$ cat src/rtl/preadd_mac_pkg.sv
package preadd_mac_pkg;
  function automatic int op_stages(input int lat);
    case (lat)
      0, 1:    return 0;
      2, 3:    return 1;
      default: return 2;
    endcase
  endfunction

  function automatic int has_mreg(input int lat);
    return (lat >= 1) ? 1 : 0;
  endfunction

  function automatic int has_oreg(input int lat);
    return (lat >= 3) ? 1 : 0;
  endfunction
endpackage

$ cat src/rtl/pmac_delay.sv
module pmac_delay #(
  parameter int W = 8,
  parameter int N = 1
) (
  input  logic         clk_i,
  input  logic         rst_ni,
  input  logic         ce_i,
  input  logic [W-1:0] d_i,
  output logic [W-1:0] q_o
);
  if (N == 0) begin : g_pass
    assign q_o = d_i;
  end else begin : g_regs
    logic [W-1:0] r_q [N];

    always_ff @(posedge clk_i or negedge rst_ni) begin
      if (!rst_ni) begin
        for (int k = 0; k < N; k++) r_q[k] <= '0;
      end else if (ce_i) begin
        r_q[0] <= d_i;
        for (int k = 1; k < N; k++) r_q[k] <= r_q[k-1];
      end
    end

    assign q_o = r_q[N-1];

    assert_stage_hold_R4: assert property (@(posedge clk_i) disable iff (!rst_ni)
      !ce_i |=> $stable(q_o));
  end
endmodule

$ cat src/rtl/pmac_mult.sv
module pmac_mult #(
  parameter int PRE_W = 24,
  parameter int MUL_W = 18,
  localparam int SUM_W = PRE_W + 1,
  localparam int XP_W  = SUM_W + MUL_W
) (
  input  logic [PRE_W-1:0] a_i,
  input  logic [PRE_W-1:0] b_i,
  input  logic [MUL_W-1:0] m_i,
  output logic [XP_W-1:0]  p_o
);
  logic signed [SUM_W-1:0] sum;
  logic signed [XP_W-1:0]  sum_x, mul_x;

  assign sum   = $signed({a_i[PRE_W-1], a_i}) + $signed({b_i[PRE_W-1], b_i});
  assign sum_x = {{MUL_W{sum[SUM_W-1]}}, sum};
  assign mul_x = {{SUM_W{m_i[MUL_W-1]}}, m_i};
  // full product fits in XP_W, so truncation is exact
  assign p_o   = sum_x * mul_x;
endmodule

$ cat src/rtl/pmac_acc.sv
module pmac_acc #(
  parameter int XP_W   = 43,
  parameter int PROD_W = 48,
  parameter int OREG   = 1
) (
  input  logic              clk_i,
  input  logic              rst_ni,
  input  logic              ce_i,
  input  logic [XP_W-1:0]   p_i,
  input  logic              load_i,
  input  logic [PROD_W-1:0] load_data_i,
  input  logic              carry_i,
  output logic [PROD_W-1:0] prod_o
);
  logic [PROD_W-1:0] p_ext, acc_q, acc_d;

  if (XP_W >= PROD_W) begin : g_trunc
    assign p_ext = p_i[PROD_W-1:0];
  end else begin : g_sext
    assign p_ext = {{(PROD_W-XP_W){p_i[XP_W-1]}}, p_i};
  end

  assign acc_d = load_i ? load_data_i : acc_q + p_ext + PROD_W'(carry_i);

  always_ff @(posedge clk_i or negedge rst_ni) begin
    if (!rst_ni)   acc_q <= '0;
    else if (ce_i) acc_q <= acc_d;
  end

  if (OREG != 0) begin : g_oreg
    assign prod_o = acc_q;
  end else begin : g_comb
    assign prod_o = acc_d;
  end

  assert_load_R2: assert property (@(posedge clk_i) disable iff (!rst_ni)
    (ce_i && load_i) |=> acc_q == $past(load_data_i));

  assert_accum_R1: assert property (@(posedge clk_i) disable iff (!rst_ni)
    (ce_i && !load_i) |=> acc_q == $past(acc_q + p_ext + PROD_W'(carry_i)));

  assert_acc_hold_R4: assert property (@(posedge clk_i) disable iff (!rst_ni)
    !ce_i |=> $stable(acc_q));
endmodule

$ cat src/rtl/preadd_mac.sv
module preadd_mac #(
  parameter int PRE_W   = 24,
  parameter int MUL_W   = 18,
  parameter int PROD_W  = 48,
  parameter int LATENCY = 3
) (
  input  logic              clk_i,
  input  logic              rst_ni,
  input  logic              ce_i,
  input  logic              load_i,
  input  logic [PROD_W-1:0] load_data_i,
  input  logic              carry_i,
  input  logic [PRE_W-1:0]  pre_a_i,
  input  logic [PRE_W-1:0]  pre_b_i,
  input  logic [MUL_W-1:0]  mul_i,
  output logic [PROD_W-1:0] prod_o
);
  import preadd_mac_pkg::*;

  localparam int OPS   = op_stages(LATENCY);
  localparam int MREG  = has_mreg(LATENCY);
  localparam int OREG  = has_oreg(LATENCY);
  localparam int XP_W  = PRE_W + 1 + MUL_W;
  localparam int CTL_W = PROD_W + 2;
  localparam int OPD_W = 2 * PRE_W + MUL_W + CTL_W;

  // control fields ride with their operands
  logic [OPD_W-1:0]       opd_q;
  logic [PRE_W-1:0]       a_s, b_s;
  logic [MUL_W-1:0]       m_s;
  logic [CTL_W-1:0]       ctl_s, ctl_m;
  logic [XP_W-1:0]        xp, xp_m;

  pmac_delay #(.W(OPD_W), .N(OPS)) u_opd (
    .clk_i, .rst_ni, .ce_i,
    .d_i({pre_a_i, pre_b_i, mul_i, load_i, load_data_i, carry_i}),
    .q_o(opd_q)
  );

  assign {a_s, b_s, m_s, ctl_s} = opd_q;

  pmac_mult #(.PRE_W(PRE_W), .MUL_W(MUL_W)) u_mul (
    .a_i(a_s), .b_i(b_s), .m_i(m_s), .p_o(xp)
  );

  pmac_delay #(.W(XP_W + CTL_W), .N(MREG)) u_mreg (
    .clk_i, .rst_ni, .ce_i,
    .d_i({xp, ctl_s}),
    .q_o({xp_m, ctl_m})
  );

  pmac_acc #(.XP_W(XP_W), .PROD_W(PROD_W), .OREG(OREG)) u_acc (
    .clk_i, .rst_ni, .ce_i,
    .p_i(xp_m),
    .load_i(ctl_m[CTL_W-1]),
    .load_data_i(ctl_m[PROD_W:1]),
    .carry_i(ctl_m[0]),
    .prod_o
  );
endmodule

$ cat config.mk
export PLATFORM = sky130hd
export DESIGN_NAME = preadd_mac
export DESIGN_NICKNAME = d
export VERILOG_FILES = /design/src/rtl/preadd_mac_pkg.sv /design/src/rtl/pmac_delay.sv /design/src/rtl/pmac_mult.sv /design/src/rtl/pmac_acc.sv /design/src/rtl/preadd_mac.sv
export SDC_FILE = /design/constraint.sdc
export NUM_CORES = 2
export LEC_CHECK = 0
export ABC_CLOCK_PERIOD_IN_PS = 9200
export BUFFER_PORTS_ARGS = -buffer_cell sky130_fd_sc_hd__buf_2
export CORE_MARGIN = 2
export CORE_UTILIZATION = 35
export CTS_CLUSTER_DIAMETER = 40
export CTS_CLUSTER_SIZE = 16
export DETAILED_ROUTE_END_ITERATION = 10
export PLACE_DENSITY_LB_ADDON = 0.05
export SYNTH_ARGS = -nofsm -noshare
export SYNTH_HDL_FRONTEND = slang
export SYNTH_SLANG_ARGS = --single-unit
$ cat constraint.sdc
create_clock -name clk_i -period 9.2 [get_ports clk_i]
set_input_delay 0.92 -clock clk_i [delete_from_list [all_inputs] [get_ports clk_i]]
set_output_delay 0.92 -clock clk_i [all_outputs]
set_load 0.02 [all_outputs]
Yosys cells after proc, flatten, opt, wreduce, memory -nomap -nowiden:

Cells that the tools add are included.

* register bits after elaboration: 257
* output and inout bits: 48

* add/subtract/negate cells: 3
* $mul: 1
* multiplexer cells: 1

Operators by type and width (count)
* 48-bit by 1-bit adder with 48-bit output: 1
* 48-bit adder: 1
* 48-bit two-way mux: 1
* 25-bit by 18-bit multiplier with 43-bit output: 1
* 24-bit by 24-bit adder with 25-bit output: 1

Longest topological paths before layout:

* word-level depth: 3
* mapped depth: 35
* depth with buffers taken out: 34

Cells and area by module:

Synthesis repeated with hierarchy kept, for this count alone.

* cells, all modules: 2979
* area total of the unflattened synthesis: 30045.1 um^2

Modules (own cells, without submodules)
* pmac_mult: times used 1, cells each 1928, area each 17131.4 um^2, seq. area each 0.0 um^2
* pmac_acc: times used 1, cells each 610, area each 4718.3 um^2, seq. area each 1201.2 um^2
* pmac_delay (u_opd): times used 1, cells each 245, area each 4461.8 um^2, seq. area each 2902.8 um^2
* pmac_delay (u_mreg): times used 1, cells each 196, area each 3733.6 um^2, seq. area each 2327.2 um^2

Least setup slack after synthesis:

OpenSTA, ideal clock, no wires.

* path type: register -> register
* start point: reg u_opd.g_regs.r_q, in the netlist u_opd.q_o[68]
* end point: reg u_mreg.g_regs.r_q, in the netlist u_mreg.q_o[90]
* setup time: 0.095 ns
* arrival time: 7.916 ns
* slack: 1.188 ns
* cell stages (with the launch flop): 36
* buffers on the path: 2
* period minus slack after synthesis: 8.012 ns
* cells stage by stage: dfrtp_1 > ha_1 > inv_1 > fa_1 > nor2b_1 > o21a_1 > o21ai_1 > a211o_1 > a211o_1 > nand3_1 > a211oi_1 > nor2_1 > clkbuf_1 > nand2_1 > fa_1 > fa_1 > inv_1 > fa_1 > inv_1 > fa_1 > inv_1 > fa_1 > inv_1 > fa_1 > inv_1 > ha_1 > buf_2 > a21oi_1 > o21ai_0 > a311oi_1 > o221ai_2 > a2111oi_2 > nor2_1 > o21a_1 > o21a_1 > o31ai_1

* cells in the longest elaborated chain, start to end: 2

RTL lines
* start: declaration: RTL line pmac_delay.sv:14 `logic [W-1:0] r_q [N];`
* 24-bit by 24-bit adder with 25-bit output: RTL line pmac_mult.sv:15 `assign sum = $signed({a_i[PRE_W-1], a_i}) + $signed({b_i[PRE_W-1], b_i});`
* 25-bit by 18-bit multiplier with 43-bit output: RTL line pmac_mult.sv:19 `assign p_o = sum_x * mul_x;`
* end: declaration: RTL line pmac_delay.sv:14

No other way between the ends.
A chain may end at the register's enable or synchronous reset.

Final worst setup path:

* start point: reg u_opd.g_regs.r_q, in the netlist u_opd.q_o[92]
* end point: reg u_mreg.g_regs.r_q, in the netlist u_mreg.q_o[90]

The elaborated chain is that of the path after synthesis.

==> flow_summary.json <==
{
  "outcome": "finished, final reports clean",
  "root_buffer": "clkbuf_16",
  "relSlewSlack_pct": 15.8,
  "final_cell_mix": "531 x inv_1, 444 x fa_1, 312 x nand2_1",
  "synthXorXnorAreaFrac_pct": 2.64,
  "slew_violations": 0,
  "synth_top_family_by_area": "adder cells",
  "worst-setup-path-type": "flip-flop to flip-flop",
  "numPortBuffers": 166,
  "crit_path_end_kind": "flip-flop",
  "synth_cell_type_count": 82,
  "synthMuxAreaShare_pct": 7.56,
  "timing.final.ws_setup_ns": 0.505,
  "worst_slew_pin_slew_ns": 1.26,
  "final_common_cell": "inv_1",
  "cts_max_level": 2,
  "required_ns": 9.66,
  "yosysTopAreaCellShare_pct": 29.8,
  "r2r_setup_slack_ns": 0.50,
  "viasPerCell": 4.87,
  "fin_crit_ns": 8.70,
  "hp-class": "input pin to asynchronous set/reset pin",
  "crit_fanout": 7,
  "synth_fa_ha_area_share_pct": 37.2,
  "ys_ff_latch": 257,
  "drive_above_1_share_pct": 16.7,
  "synthFlopType": "dfrtp_1",
  "antenna_found_initial": 2,
  "area_growth_syn_to_layout_pct": 13.8,
  "pre_cts_ws_ns": 0.422,
  "grt_pass1_vias": 23200,
  "gr-usage-all-layers_pct": 19.4,
  "fmax_mhz": 115,
  "cp_num_buf_inv": 6,
  "synth_edf_count": 0,
  "cts_num_sinks": 257,
  "dp_hpwl_um": 65500,
  "hold_viol_final": 0,
  "die_h_um": 296,
  "cts_tree": "built",
  "rows": 107,
  "initial_core_util_pct": 35.2,
  "start_kind": "flip-flop",
  "dr.pass1.iters": 6,
  "critical_path.top_delay_family": "adder cells",
  "synth_compound_area_share_pct": 9.73,
  "vias": 21300,
  "cts_buffers": 52,
  "min_period_over_period_pct": 94.5,
  "synthCells": 3048,
  "clock_latency_ns": 0.60,
  "worst_path_max_delay_cell": "fa_1",
  "synth_area_um2": 29800,
  "postSynth.asyncResetShare_pct": 100,
  "gp_congestion": 0.859,
  "clockBufferDepth": 3,
  "wirelength_um": 81100,
  "grt_max_degree": 106,
  "grt_pass1_wl_um": 133000,
  "wl_per_cell_um": 18.5,
  "die_w_um": 296,
  "ctsResizeCount": 0,
  "syn_nets": 3788,
  "cts.reportedPaths.clkPinSlew_ns": 0.05,
  "antenna_left": 0,
  "holdBufCountCts": 0,
  "synthTopCellsByArea": "fa_1 30%, dfrtp_1 22%, ha_1 7.4%",
  "syn_avg_cell_area_um2": 9.78,
  "fin_nets": 3934,
  "synth-simple-area-share_pct": 12.9,
  "drt_iter0_markers": 1024,
  "core_um2": 84700,
  "rsz0062_at_grt": "no",
  "yosysTopAreaCell": "fa_1",
  "crit_top_cell": "fa_1",
  "synth-seq-area-share_pct": 21.6,
  "critPathMaxStageDelay_ns": 0.56,
  "ys_warn_count": 0,
  "worstPathArrival_ns": 9.15,
  "finalClockSkew_ns": 0.0270,
  "finalSetupTns_ns": 0,
  "ios": 167,
  "grt_overflow": 0,
  "die_area_um2": 87500,
  "drc": 0,
  "postCtsSetupRepairBufs": 0,
  "finalSetupViolCount": 0,
  "cap_violations": 0
}
## path summary, 6_finish.rpt
check	from	end	cells after the start
worst min register to register	u_opd.q_o[0]	u_mreg.q_o[0]	2
min in group clk_i	u_opd.q_o[0]	u_mreg.q_o[0]	2
worst max register to register	u_opd.q_o[92]	u_mreg.q_o[90]	32
worst min-delay path	rst_ni	u_opd.q_o[4]	1
max in group asynchronous	rst_ni	u_opd.q_o[63]	2
worst max-delay path	u_opd.q_o[92]	u_mreg.q_o[90]	32
## stage by stage
stage               utilization (%)  instance area (um2)  instances  hold WS, ns
finish                         40.0                33900       4382        0.311
global route                   40.0                33900       4381        0.350
CTS                            40.0                33900       4381        0.327
detailed placement             37.8                32000       4284        0.478
global placement               37.8                32000       4284        0.472
floorplan                         -                29800       3048        0.449
## routing by layer
metal,global-route usage [%],vias up,part of all wire [%]
li1,-,10100,-
met1,28.4,10800,49
met2,30.6,342,46
met3,2.41,99,3.4
met4,4.36,2,2.0
met5,0,-,0.016
## state kept, by name, indices dropped and copies added, names as in the netlist
| signal | cells |
|---|---|
| u_opd.q_o | 116 |
| u_mreg.q_o | 93 |
| u_acc.prod_o | 48 |
## synth_stat cells, types with 24 or more instances
library cell,count
nor2_1,114
a21o_1,51
ha_1,177
a31oi_1,24
inv_1,531
clkbuf_1,115
xnor2_1,59
dfrtp_1,257
nand3_1,38
and2_1,179
fa_1,444
xor2_1,31
nand2_1,312
a21oi_1,134
o21ai_0,74
mux2_2,194
## kinds of logic (layout without fill, tap and decap cells)
logic type	Yosys count	count (layout)
AOI/OAI and AO/OA	437	437
xor gates and xnor gates	90	90
adders and majority gates	621	621
buffers and inverters	659	848
DFF	257	257
muxes	201	201
other	0	1
and+or+nand+nor	783	783
## worst reg2reg max path, delay by kind of cell (launching register included)
kind                       cells  cell delay [ns]
adders and majority gates      9             4.10
buffers and inverters          6             0.48
and+or+nand+nor                4             0.66
DFF                            1             0.34
AOI/OAI and AO/OA             13             3.02
## layout make-up
| type | instances | area [um2] |
|---|---|---|
| fill | 8423 | 50800 |
| timing repair buffer | 219 | 1250 |
| tap | 1144 | 1430 |
| sequential | 257 | 6430 |
| multi-input combinational | 2132 | 20900 |
| clock inverter | 34 | 470 |
| clock buffer | 63 | 1410 |
| antenna | 1 | 2.50 |
| inverter | 532 | 2000 |
Power is left out: the tool's default activity adds up to more than one toggle a clock period on the data nets, which glitch-free logic cannot reach.
